<file path="src/rtl/disk_seq_pkg.sv">
package disk_seq_pkg;

    localparam int OP_W        = 2;
    localparam int SIZE_W      = 4;
    localparam int SLOT_W      = 7;
    localparam int ADDR_W      = OP_W + SLOT_W;
    localparam int BLK         = 32;
    localparam int SYNC_SLOT   = 2;
    localparam int DATA_FIRST  = BLK;
    localparam int DATA_LAST   = 2 * BLK - 1;
    localparam int REGION_LAST = 3 * BLK - 1;
    localparam int HDR_CRC_A   = 7;
    localparam int HDR_CRC_B   = 8;
    localparam int TAIL_CRC_B  = 2 * BLK + 1;

    typedef enum logic [OP_W-1:0] {
        OP_RD_SECT = 2'd0,
        OP_WR_SECT = 2'd1,
        OP_RD_HDR  = 2'd2,
        OP_FORMAT  = 2'd3
    } op_e;

    typedef struct packed {
        logic src_sr;
        logic bus_drv;
        logic rd;
        logic cmp;
        logic mark;
        logic prom;
        logic latch;
    } strobes_t;

    typedef struct packed {
        strobes_t s;
        logic     wait_sync;
        logic     loop_end;
        logic     last;
    } word_t;

    function automatic word_t build_word(input op_e op, input logic [SLOT_W-1:0] slot);
        word_t w;
        logic  wr;
        int    n;
        n  = int'(slot);
        wr = (op == OP_WR_SECT) || (op == OP_FORMAT);
        w  = '0;
        if (n < SYNC_SLOT) begin
            w.s.prom    = 1'b1;
            w.s.latch   = 1'b1;
            w.s.bus_drv = wr;
        end else if (n == SYNC_SLOT && op != OP_FORMAT) begin
            w.s.rd      = 1'b1;
            w.wait_sync = 1'b1;
        end else if (n < DATA_FIRST) begin
            w.s.src_sr  = (n == HDR_CRC_A) || (n == HDR_CRC_B);
            w.s.rd      = !wr;
            w.s.bus_drv = wr;
            w.s.cmp     = !wr && (n <= HDR_CRC_B);
            w.s.mark    = wr && (n == SYNC_SLOT + 1);
            w.s.prom    = 1'b1;
            w.s.latch   = 1'b1;
        end else if (n <= DATA_LAST) begin
            w.s.src_sr  = !wr;
            w.s.rd      = !wr;
            w.s.bus_drv = wr;
            w.s.prom    = 1'b1;
            w.s.latch   = 1'b1;
            w.loop_end  = (n == DATA_LAST);
        end else if (n <= REGION_LAST) begin
            w.s.src_sr  = (n <= TAIL_CRC_B);
            w.s.rd      = !wr;
            w.s.bus_drv = wr;
            w.s.prom    = 1'b1;
            w.s.latch   = 1'b1;
            w.last      = (n == REGION_LAST);
        end
        return w;
    endfunction

endpackage

</file>
<file path="src/rtl/disk_seq_rom.sv">
module disk_seq_rom
    import disk_seq_pkg::*;
(
    input  logic [ADDR_W-1:0] addr,
    output word_t             word
);
    always_comb begin
        word = build_word(op_e'(addr[ADDR_W-1 -: OP_W]), addr[SLOT_W-1:0]);
    end
endmodule

</file>
<file path="src/rtl/disk_seq_loop.sv">
module disk_seq_loop
    import disk_seq_pkg::*;
(
    input  logic              clk,
    input  logic              rst,
    input  logic              load,
    input  logic [SIZE_W-1:0] size,
    input  logic              dec,
    output logic              last_pass
);
    logic [SIZE_W-1:0] cnt;

    always_ff @(posedge clk) begin
        if (rst) begin
            cnt <= SIZE_W'(1);
        end else if (load) begin
            cnt <= (size == '0) ? SIZE_W'(1) : size;
        end else if (dec && cnt > SIZE_W'(1)) begin
            cnt <= cnt - SIZE_W'(1);
        end
    end

    assign last_pass = (cnt == SIZE_W'(1));

    // the pass count never reaches zero, so a size of 0 cannot wrap
    assert_cnt_nonzero_R8: assert property (@(posedge clk) disable iff (rst)
        cnt != '0);

    // a load of a nonzero size is taken as the pass count
    assert_load_size_R8: assert property (@(posedge clk) disable iff (rst)
        (load && size != '0) |=> (cnt == $past(size)));
endmodule

</file>
<file path="src/rtl/disk_byte_sequencer.sv">
module disk_byte_sequencer
    import disk_seq_pkg::*;
(
    input  logic              clk,
    input  logic              rst,
    input  logic              start,
    input  logic [OP_W-1:0]   op,
    input  logic [SIZE_W-1:0] size,
    input  logic              byte_strobe,
    input  logic              sync_det,
    output logic              src_sr,
    output logic              bus_drv,
    output logic              rd_en,
    output logic              cmp_en,
    output logic              mark_en,
    output logic              prom_en,
    output logic              latch_en,
    output logic              done
);
    logic [SLOT_W-1:0] ptr;
    logic              active;
    op_e               op_q;
    word_t             w;
    strobes_t          outs;
    logic              step;
    logic              last_pass;

    disk_seq_rom u_rom (
        .addr ({op_q, ptr}),
        .word (w)
    );

    assign step = byte_strobe && active && !start;

    disk_seq_loop u_loop (
        .clk       (clk),
        .rst       (rst),
        .load      (start),
        .size      (size),
        .dec       (step && w.loop_end),
        .last_pass (last_pass)
    );

    always_ff @(posedge clk) begin
        if (rst) begin
            ptr    <= '0;
            active <= 1'b0;
            op_q   <= OP_RD_SECT;
            outs   <= '0;
            done   <= 1'b0;
        end else begin
            done <= 1'b0;
            if (start) begin
                ptr    <= '0;
                active <= 1'b1;
                op_q   <= op_e'(op);
            end else if (byte_strobe) begin
                if (active) begin
                    outs <= w.s;
                    if (w.last) begin
                        active <= 1'b0;
                        done   <= 1'b1;
                    end else if (w.wait_sync && !sync_det) begin
                        ptr <= ptr;
                    end else if (w.loop_end && !last_pass) begin
                        ptr <= SLOT_W'(DATA_FIRST);
                    end else begin
                        ptr <= ptr + 1'b1;
                    end
                end else begin
                    outs <= '0;
                end
            end
        end
    end

    assign src_sr   = outs.src_sr;
    assign bus_drv  = outs.bus_drv;
    assign rd_en    = outs.rd;
    assign cmp_en   = outs.cmp;
    assign mark_en  = outs.mark;
    assign prom_en  = outs.prom;
    assign latch_en = outs.latch;

    // no byte strobe, no output movement
    assert_hold_no_strobe_R3: assert property (@(posedge clk) disable iff (rst)
        !byte_strobe |=> $stable(outs));

    // a wait word only ever comes from the sync slot
    assert_wait_at_sync_R5: assert property (@(posedge clk) disable iff (rst)
        (active && w.wait_sync) |-> (ptr == SLOT_W'(SYNC_SLOT)));

    // the sync-wait word shows read alone
    assert_sync_flags_R5: assert property (@(posedge clk) disable iff (rst)
        (step && w.wait_sync) |=> (outs.rd && !outs.cmp && !outs.mark && !outs.prom && !outs.latch));

    // done is a single-cycle pulse and leaves the sequencer idle
    assert_done_pulse_R10: assert property (@(posedge clk) disable iff (rst)
        done |=> !done);
    assert_done_idle_R10: assert property (@(posedge clk) disable iff (rst)
        done |-> !active);
endmodule

</file>
<file path="config.mk">
export PLATFORM = sky130hd
export DESIGN_NAME = disk_byte_sequencer
export DESIGN_NICKNAME = d
export VERILOG_FILES = /design/src/rtl/disk_seq_pkg.sv /design/src/rtl/disk_seq_rom.sv /design/src/rtl/disk_seq_loop.sv /design/src/rtl/disk_byte_sequencer.sv
export SDC_FILE = /design/constraint.sdc
export NUM_CORES = 1
export LEC_CHECK = 0
export BUFFER_PORTS_ARGS = -buffer_cell sky130_fd_sc_hd__buf_2
export CORE_AREA = 2 2 50 52
export DETAILED_ROUTE_END_ITERATION = 10
export DIE_AREA = 0 0 52 54
export GPL_ROUTABILITY_DRIVEN = 1
export PLACE_DENSITY_LB_ADDON = 0.05
export RECOVER_POWER = 100
export SLEW_MARGIN = 15
export SYNTH_ARGS = -nofsm -noshare
export SYNTH_HDL_FRONTEND = slang
export SYNTH_HIERARCHICAL = 1
export SYNTH_SLANG_ARGS = --single-unit
</file>
<file path="constraint.sdc">
create_clock -name clk -period 3.2 [get_ports clk]
set_input_delay 0.16 -clock clk [delete_from_list [all_inputs] [get_ports clk]]
set_output_delay 0.16 -clock clk [all_outputs]
set_load 0.03 [all_outputs]
</file>
== Yosys cells after proc, flatten, opt, wreduce, memory -nomap -nowiden ==
Index checks and enable logic that the tools add are counted.

* Register bits after elaboration: 22
* Latch bits: 0
* Bits in writable memories: 0
* Memory bits (read-only): 0
* Bits of input ports: 11
* Word-level logic and storage cells: 89
* Memories kept: 0

* Add/subtract/negate cells: 2
* Multipliers: 0
* Divide/modulo/power cells: 0
* $lt $le $gt $ge: 7
* Eq/ne operators: 10
* Shift-type cells: 0
* Mux-type cells: 31
* Bitwise operators: 5
* Reduce and logical (&&, ||, !) cells: 22

{| class="wikitable"
|+ Operators by type and width
! operator !! count
|-
| 2-bit two-way mux || 8
|-
| 4-bit two-way mux || 4
|-
| 3-bit two-way mux || 5
|-
| 7-bit by 3-bit equality test with 1-bit output, second input constant || 2
|-
| 7-bit equality test, second input constant || 2
|-
| 7-bit <= comparator, second input constant || 2
|-
| 7-bit two-way mux || 2
|-
| 1-bit two-way mux || 12
|-
| 1-bit logical AND || 9
|-
| 7-bit by 1-bit adder with 7-bit output, second input constant || 1
|-
| 7-bit by 4-bit equality test with 1-bit output, second input constant || 1
|-
| 7-bit by 5-bit equality test with 1-bit output, second input constant || 1
|-
| 7-bit by 4-bit <= comparator with 1-bit output, second input constant || 1
|-
| 7-bit by 6-bit <= comparator with 1-bit output, second input constant || 1
|-
| 7-bit by 2-bit < comparator with 1-bit output, second input constant || 1
|-
| 7-bit by 6-bit < comparator with 1-bit output, second input constant || 1
|-
| 1-bit inverter || 5
|-
| 4-bit by 1-bit equality test with 1-bit output, second input constant || 1
|-
| 4-bit by 1-bit > comparator with 1-bit output, second input constant || 1
|-
| 1-bit zero test || 4
|-
| 4-bit zero test || 1
|-
| 4-bit AND reduction || 1
|-
| 2-bit nonzero test || 2
|-
| 4-bit OR reduction || 1
|-
| 7 further kinds || 8
|}

== Logic depth before layout (Yosys ltp) ==
Gate-level depths: netlist of the first run.

* Depth in word-level cells: 10
* Mapped depth: 9
* Depth with buffers taken out: 8

== Modules after synthesis ==
The synthesis of the first run kept the hierarchy.

{| class="wikitable"
|+ Modules (own cells, without submodules)
! module !! instances !! cells an instance !! area each (sq um) !! sequential area each (sq um)
|-
| disk_byte_sequencer || 1 || 93 || 765.7 || 360.3
|-
| disk_seq_loop || 1 || 36 || 302.8 || 80.1
|-
| disk_seq_rom || 1 || 34 || 231.5 || 0.0
|}

== Worst setup path before layout of the first run ==
OpenSTA, ideal clock, no wires.

* Path type: register to register
* Start point: reg ptr[3]
* End point: reg u_loop.cnt[3]
* Data arrival time: 1989 ps
* Required time: 3097 ps
* Setup slack: 1107 ps
* Stages on the path, launching flop included: 9
* Clock period less this slack: 2093 ps
* Cell sequence: dfxtp_1 > buf_6 > nand3_1 > or2_1 > nor2_1 > and3_1 > or4b_1 > o21bai_1 > a2111oi_2

{| class="wikitable"
|+ RTL lines
! item !! line !! text
|-
| start, declared || disk_byte_sequencer.sv:20 || <nowiki>logic [SLOT_W-1:0] ptr;</nowiki>
|-
| start signal, assigned || disk_byte_sequencer.sv:64 || <nowiki>ptr <= ptr;</nowiki>
|-
| start signal, assigned || disk_byte_sequencer.sv:66 || <nowiki>ptr <= SLOT_W'(DATA_FIRST);</nowiki>
|-
| start signal, assigned || disk_byte_sequencer.sv:68 || <nowiki>ptr <= ptr + 1'b1;</nowiki>
|-
| end signal, assigned || disk_seq_loop.sv:17 || <nowiki>cnt <= (size == '0) ? SIZE_W'(1) : size;</nowiki>
|-
| end signal, assigned || disk_seq_loop.sv:19 || <nowiki>cnt <= cnt - SIZE_W'(1);</nowiki>
|-
| end, declared || disk_seq_loop.sv:11 || <nowiki>logic [SIZE_W-1:0] cnt;</nowiki>
|}

==> results of run 1 <==
-- how the worst min path moves through the flow --
stage | start | to | slack (ns) | cells past startpoint
floorplan | rst | u_loop/cnt[3] | 0.23 | 1
global placement | op[0] | op_q[0] | 0.40 | 3
detailed placement | op[1] | op_q[1] | 0.40 | 3
CTS | op[1] | op_q[1] | 0.08 | 3
global route | op[0] | op_q[0] | 0.10 | 3
finish | op[1] | op_q[1] | 0.09 | 3
-- final cells by class --
cell class	count	area, µm²
multi-input cells	129	776
inverters	3	11.3
repair buffers	18	80.1
well taps	30	37.5
clock buffers	4	36.3
flip-flops and latches	22	440
fillers	232	938
-- through the flow --
| step | instances | total power [mW] | worst slack, ns | util |
|---|---|---|---|---|
| finish | 206 | 0.491 | 0.791 | 0.595 |
| global route | 206 | 0.514 | 0.542 | 0.595 |
| CTS | 206 | 0.502 | 0.872 | 0.611 |
| detailed placement | 202 | 0.347 | 0.907 | 0.595 |
| global placement | 202 | 0.346 | 0.980 | 0.595 |
| floorplan | 163 | 0.330 | 1.11 | - |
-- sequential cells by signal, indices dropped and copies added (netlist names) --
name,cells
rd_en,1
prom_en,1
u_loop/cnt,4
src_sr,1
latch_en,1
bus_drv,1
op_q,2
cmp_en,1
active,1
done,1
mark_en,1
ptr,7
-- placed cells by master (no fill, tap or decap), types with 2 or more instances in the layout --
master / synthesis / layout
o221ai_1: 2 / 2
nor3_1: 6 / 8
a21oi_1: 15 / 15
nand3_1: 10 / 10
o211ai_1: 2 / 2
mux2i_1: 3 / 3
buf_2: 0 / 10
and3_1: 4 / 4
nand3b_1: 6 / 6
nand2b_1: 4 / 4
or4_1: 1 / 2
or3_1: 3 / 3
nor2b_1: 5 / 5
clkbuf_4: 0 / 3
o21a_1: 2 / 2
ha_1: 3 / 3
dfxtp_1: 22 / 22
a2bb2oi_1: 2 / 2
nor4b_1: 2 / 2
nand2_1: 14 / 14
inv_1: 3 / 3
nor2_1: 16 / 16
o21ai_0: 4 / 4
a31oi_1: 4 / 4
clkbuf_1: 6 / 8
or2_2: 2 / 2
or2_0: 0 / 2
nor3b_1: 3 / 3
-- worst max-delay path, stage by stage, from the launching register on --
cell       delay, ns
dfxtp_1         0.55
nand3_1         0.10
or2_0           0.23
nor2_1          0.13
and3_1          0.25
or4b_1          0.47
o21bai_1        0.17
a2111oi_0       0.38
-- power by group through the flow --
stage / logic (mW) / clock network, mW / registers [mW]
3_3_place_gp: 0.0508 / 0 / 0.295
5_1_grt: 0.0569 / 0.167 / 0.290
4_1_cts: 0.0522 / 0.161 / 0.289
3_5_place_dp: 0.0520 / 0 / 0.295
6_report: 0.0504 / 0.152 / 0.289
2_1_floorplan: 0.0364 / 0 / 0.294
-- layer usage --
layer | vias up | share of wire
met2 | 17 | 0.47
met5 | - | 0
met3 | 2 | 0.036
met4 | 0 | 0.0038
li1 | 621 | -
met1 | 541 | 0.49
-- cell families (layout without fill, tap and decap cells) --
logic type	Yosys count	count (layout)	synth area share
compound gates	36	36	0.179
flops	22	22	0.339
simple gates	87	87	0.386
fa+ha+maj	3	3	0.0289
buf+inv	12	25	0.0443
mux	3	3	0.0231
==> out/qor.txt, run 1 <==
outcome -> finished clean
CTS Buf Count -> 3
Reg power frac -> 0.589
crit path to -> u_loop/cnt[3]
period utilisation layout -> 0.753
post-route ant nets -> 0
leak pwr -> 0.499 nW
Unique masters post-synth -> 43
wirelength, routed -> 2660 µm
Ys Warns -> 6
met3 Use GR -> 0.0250
CTS root buf -> clkbuf_4
RSZ-0062 raised after global routing -> false
detailed placer's ending HPWL -> 2000 µm
TritonCTS clock tree -> yes
placeable core area -> 2320 µm²
layout cell share with drive strength beyond 1 -> 0.102
Design Area, Final -> 1380 µm²
top post-synthesis cells by count -> dfxtp_1, nor2_1, a21oi_1
first-pass GRT wire length -> 4220 µm
number of port buffers -> 18
relative slew slack -> 0.635
endpoints failing hold -> 0
Setup crit end kind -> flop
Final #Nets -> 191
reg2reg path depth -> 7
Cell Area, Synth -> 1300 µm²
die area -> 2810 µm²
Syn Inst Count -> 163
setup TNS -> 0 ns
clock sink count -> 22
CP required -> 3.38 ns
# Max-Cap Violations -> 0
area share of the largest cell type after synthesis -> 0.339
max-slew violation count -> 0
GR Util All Layers -> 0.199
peak supply drop -> 0.000235 V
Critical Path AT -> 2.59 ns
P_int -> 371 µW
Reg2Reg Setup Slack -> 0.79 ns
antenna fix cells -> 0
ys flop type -> dfxtp_1
power per cell area -> 356 nW/µm²
post-synthesis sequential area ratio -> 0.339
GRT Residual Overflow -> 0
ys async rst share -> 0
Top-Level Pins -> 19
fmax -> 415 MHz
worst skew pair latency -> 0.30 ns
post-synth top area cell -> dfxtp_1
WHS -> 0.0942 ns
routed vias -> 1181
Reg2Reg Launch Point -> ptr[3]
Post-CTS Setup Bufs -> 0
Hold WC Path Type -> input port to flop
critical path launch point -> ptr[3]
Worst Max-Slew Pin Slew -> 0.543 ns
DRC -> 0
vias in the first global route -> 1012
Post-synth EDFFs -> 0
drt pass-1 iters -> 4
clock network fraction of total power -> 0.309
syn_nets -> 177
register bit total from synthesis -> 22
min Tclk post-route -> 2.41 ns
Via density -> 5.73
hold_buf cts -> 0
largest net degree at the start of global routing -> 20
die height -> 54 µm
Setup CP Type -> flop to flop
floorplan row count -> 18
DRT iter0 DRCs -> 7
drt wl/cell -> 12.9 µm
Layout Area Growth over Synthesis -> 6.26%
RD Place Congestion -> 0.923
initial antenna violation count -> 0
Sw Share -> 0.246
startpoint types -> flop
DP Area -> 1380 µm²
met2 Usage GRT -> 0.344
met1 Usage GRT -> 0.255
Post-Route Skew -> 0.00168 ns
r2r endpoint -> u_loop/cnt[3]
clk slew on worst S/H paths -> 0.12 ns
initial core utilization -> 0.560
most used routing layer -> met2
Area contributors post-synth -> dfxtp_1, a21oi_1, nor2_1
Syn Area/Cell -> 7.98 µm²
Combinational Power Share -> 0.103
Die X -> 52 µm
setup violators final -> 0
Clock Path Buffers -> 2
CTS resizes -> 0
CP max FO -> 14
CTS H-tree depth -> 1
NetSw -> 121 µW
most common cell in the synthesized netlist -> dfxtp_1
No activity file was read; power rests on OpenSTA's default activity.
==> run 2, diff against run 1 <==
Settings changed: CORE_AREA 2 2 50 52 to 2 2 54 56, DIE_AREA 0 0 52 54 to 0 0 56 58.
Clock period 3.2 ns to 2 ns, I/O delays scaled along.
==> out/qor.txt, run 2 (synthesis gave the netlist of run 1 again) <==
metal3 WL -> 190 µm
layout cell share with drive strength beyond 1 -> 0.242
CTS H-tree depth -> 1
CTS Buf Count -> 3
initial antenna violation count -> 0
die area -> 3250 µm²
CP cell instances -> nand2_1, or2_1, nor2_2, and3_4, or4b_4, o21bai_4, a2111oi_2
r2r endpoint -> u_loop/cnt[3]
post-route ant nets -> 0
first-pass GRT wire length -> 5290 µm
Setup crit end kind -> flop
Largest Register -> ptr
vias in the first global route -> 1173
Reg2Reg Launch Point -> ptr[2]
die height -> 58 µm
CP required -> 2.22 ns
endpoints failing hold -> 0
CP peak stage delay -> 0.46 ns
Hold WC Path Type -> input port to flop
Reg2Reg Setup Slack -> 0.03 ns
Via density -> 5.76
Worst Max-Slew Pin Slew -> 0.535 ns
Critical Path AT -> 2.19 ns
worst path bufs/invs -> 0
startpoint types -> flop
placeable core area -> 2660 µm²
TritonCTS clock tree -> yes
leak pwr -> 0.580 nW
CTS root buf -> clkbuf_4
floorplan row count -> 19
outcome -> finished clean
most frequent cells in the layout -> dfxtp_1, a21oi_1, nor2_1, buf_4, nand2_1
routed length on met1 -> 1370 µm
largest registers -> ptr x7, u_loop/cnt x4, op_q x2
Inst Count DP -> 217
power per cell area -> 520 nW/µm²
detailed placer's ending HPWL -> 2340 µm
Die X -> 56 µm
Setup CP Type -> flop to flop
Clock Path Buffers -> 2
Final #Nets -> 209
DRT iter0 DRCs -> 30
drt wl/cell -> 14.0 µm
drt pass-1 iters -> 4
GR Util All Layers -> 0.204
number of port buffers -> 18
max layer used -> met4
Layout Area Growth over Synthesis -> 20.2%
worst skew pair latency -> 0.31 ns
antenna fix cells -> 0
CP max FO -> 3
setup violators final -> 0
HP Start -> op[1]
relative slew slack -> 0.641
min Tclk post-route -> 1.97 ns
clock sink count -> 22
Reg area -> 445 µm²
# Max-Cap Violations -> 0
most common cell after layout, fill and taps aside -> dfxtp_1
period utilisation layout -> 0.985
DP Area -> 1500 µm²
RSZ-0062 raised after global routing -> true
routed vias -> 1297
GRT Residual Overflow -> 0
slowest CP cell -> or4b_4
WL met2 -> 1570 µm
Layout fillers -> 279
WHS -> 0.0246 ns
RD Place Congestion -> 0.802
Design Area, Final -> 1560 µm²
reg2reg path depth -> 7
Top-Level Pins -> 19
max reg flops -> 7
largest net degree at the start of global routing -> 20
multi-input logic area -> 827 µm²
fmax -> 507 MHz
setup TNS -> 0 ns
wirelength, routed -> 3140 µm
Final Non-Filler Cells -> 225
critical path's top delay family -> simple AND/OR/NAND/NOR gates
Worst Hold Path EP -> op_q[1]
peak supply drop -> 0.000293 V
worst hold path depth -> 3
pre-CTS WS -> 0.0184 ns
Post-Route Skew -> 0.00238 ns
DRC -> 0
initial core utilization -> 0.488
Finished Core Util -> 0.587
setup ws final -> 0.0291 ns
total power -> 812 µW
clk slew on worst S/H paths -> 0.13 ns
max-slew violation count -> 0
==> run 2: cell count changes in the layout (fill, tap and decap cells not counted), sizes merged <==
cell / previous run / this run
buf: 10 / 25
clkbuf: 12 / 15
==> run 2: worst min-delay path, cell delays in order <==
cell     delay (ns)
buf_2          0.08
mux2i_1        0.05
nor2_1         0.07
==> run 2: worst max path at each step <==
| stage | from | slack, ns | cells after the start | endpoint |
|---|---|---|---|---|
| finish | ptr[2] | 0.03 | 7 | u_loop/cnt[3] |
| global route | ptr[2] | -0.09 | 7 | u_loop/cnt[3] |
| CTS | ptr[2] | 0.02 | 7 | u_loop/cnt[3] |
| detailed placement | ptr[2] | 0.02 | 7 | u_loop/cnt[3] |
| global placement | ptr[2] | 0.05 | 7 | u_loop/cnt[3] |
| floorplan | ptr[3] | -0.01 | 8 | u_loop/cnt[3] |
==> run 2: report_power, final <==
part	switching (mW)	internal (mW)	total (mW)
logic	0.0617	0.0436	0.105
registers	0.00891	0.450	0.459
clock network	0.137	0.111	0.248
total	0.208	0.604	0.812
==> run 2: what timing repair did <==
action / CTS / global route
pin swaps: 0 / 2
gates resized for setup: 0 / 6
hold buffers: 0 / 0
setup endpoints to repair: 1 / 7
gates cloned: 0 / 0
setup buffers: 1 / 3
==> run 2: layout make-up <==
type	instances	share of cell area
repair buffers	36	0.131
inverters	3	0.00721
clock buffers	4	0.0232
multi-input cells	129	0.529
flip-flops and latches	22	0.285
well taps	31	0.0248
==> run 2: layer usage <==
layer / track usage / vias up
met2: 0.351 / 41
li1: - / 656
met3: 0.0402 / 2
met1: 0.253 / 598
met4: 0.0816 / 0
met5: 0 / -
==> run 3, diff against run 2 <==
Settings changed: GPL_TIMING_DRIVEN set to 0.
==> out/qor.txt, run 3 (synthesis gave the netlist of run 1 again) <==
Die X -> 56 µm
DRT iter0 DRCs -> 45
relative slew slack -> 0.724
Layout fillers -> 254
Top-Level Pins -> 19
setup violators final -> 0
wirelength, routed -> 3100 µm
largest net degree at the start of global routing -> 13
critical path launch point -> ptr[1]
initial antenna violation count -> 0
Setup crit end kind -> flop
first-pass GRT wire length -> 5290 µm
Worst Max-Slew Pin Slew -> 0.413 ns
Design Area, Final -> 1640 µm²
NetSw -> 210 µW
DP Area -> 1440 µm²
CTS root buf -> clkbuf_4
GR Util All Layers -> 0.201
Clock Path Buffers -> 2
fmax -> 501 MHz
worst hold path depth -> 3
power per cell area -> 493 nW/µm²
Reg power frac -> 0.562
Sw Share -> 0.260
peak supply drop -> 0.000324 V
clk slew on worst S/H paths -> 0.12 ns
die area -> 3250 µm²
placeable core area -> 2660 µm²
Final #Nets -> 212
max reg flops -> 7
initial core utilization -> 0.488
Largest Register -> ptr
post-route ant nets -> 0
Combinational Power Share -> 0.130
CP max FO -> 2
Worst Hold Path EP -> op_q[1]
Setup CP Type -> flop to flop
vias in the first global route -> 1202
min Tclk post-route -> 2.00 ns
CTS H-tree depth -> 1
period utilisation layout -> 0.999
layout cell share with drive strength beyond 1 -> 0.279
CP required -> 2.22 ns
clock network fraction of total power -> 0.308
Post-Route Skew -> 0.00104 ns
die height -> 58 µm
Reg2Reg Launch Point -> ptr[1]
Reg area -> 462 µm²
largest registers -> ptr x7, u_loop/cnt x4, op_q x2
Critical Path AT -> 2.22 ns
RD Place Congestion -> 0.781
leak pwr -> 0.597 nW
routed vias -> 1290
CTS Buf Count -> 3
RSZ-0062 raised after global routing -> true
worst skew pair latency -> 0.30 ns
startpoint types -> flop
Finished Core Util -> 0.614
# Max-Cap Violations -> 0
Hold WC Path Type -> input port to flop
DRC -> 0
Via density -> 5.66
r2r endpoint -> u_loop/cnt[3]
number of port buffers -> 18
drt pass-1 iters -> 4
detailed placer's ending HPWL -> 2080 µm
multi-input logic area -> 872 µm²
clock sink count -> 22
floorplan row count -> 19
reg2reg path depth -> 7
endpoints failing hold -> 0
Reg2Reg Setup Slack -> 0.002 ns
P_int -> 597 µW
max-slew violation count -> 0
GRT Residual Overflow -> 0
TritonCTS clock tree -> yes
Layout Area Growth over Synthesis -> 25.8%
drt wl/cell -> 13.6 µm
most frequent cells in the layout -> a21oi_1, nor2_1, dfxtp_1, buf_4
HP Start -> op[1]
outcome -> finished clean
antenna fix cells -> 0
==> run 3: stage by stage <==
stage | hold slack [ns] | setup TNS (ns) | power, mW | setup WS (ns) | instances
finish | 0.0370 | 0 | 0.806 | 0.00248 | 228
global route | 0.0373 | -0.0834 | 0.846 | -0.0834 | 228
CTS | 0.0329 | -0.0287 | 0.811 | -0.0287 | 228
detailed placement | 0.361 | -0.347 | 0.562 | -0.197 | 212
global placement | 0.336 | -0.203 | 0.558 | -0.160 | 212
floorplan | 0.169 | -0.0138 | 0.529 | -0.0138 | 163
==> run 3: power groups by stage <==
stage	logic [mW]	registers [mW]	clock network, mW
global placement	0.0886	0.470	0
finish	0.105	0.453	0.249
global route	0.115	0.455	0.277
detailed placement	0.0924	0.470	0
floorplan	0.0584	0.470	0
CTS	0.100	0.453	0.257
==> run 3: layer usage <==
metal,track usage,routed length [µm],up-vias
met1,0.256,1460,593
met3,0.0223,119,8
met4,0.0714,43,0
met2,0.353,1480,29
met5,0,0,-
li1,-,-,660
==> run 3: area by class of cell <==
cell class | instances | share of cell area
Buffer | 7 | 0.0184
Clock buffer | 4 | 0.0222
Inverter | 3 | 0.00689
Multi-Input combinational cell | 129 | 0.533
Sequential cell | 22 | 0.282
Tap cell | 31 | 0.0237
Timing Repair Buffer | 32 | 0.113
==> run 3: what timing repair did <==
item	in CTS	in global routing
gates resized for setup	15	7
setup buffers	13	1
pin swaps	2	1
hold buffers	0	0
setup endpoints to repair	7	8
==> run 3: how the worst max path moves through the flow <==
stage / to / slack [ns] / depth (start not counted)
6_report: u_loop/cnt[3] / 0.002 / 7
3_3_place_gp: u_loop/cnt[3] / -0.16 / 7
2_1_floorplan: u_loop/cnt[3] / -0.01 / 8
5_1_grt: u_loop/cnt[3] / -0.08 / 7
4_1_cts: u_loop/cnt[3] / -0.03 / 7
3_5_place_dp: u_loop/cnt[3] / -0.20 / 7
==> run 3: worst max-delay path, cell delays in order (launching register included) <==
cell	delay [ns]
dfxtp_4	0.38
nand3_2	0.07
or2_4	0.26
nor2_4	0.09
and3_4	0.19
or4b_4	0.46
o21bai_4	0.19
a2111oi_4	0.27
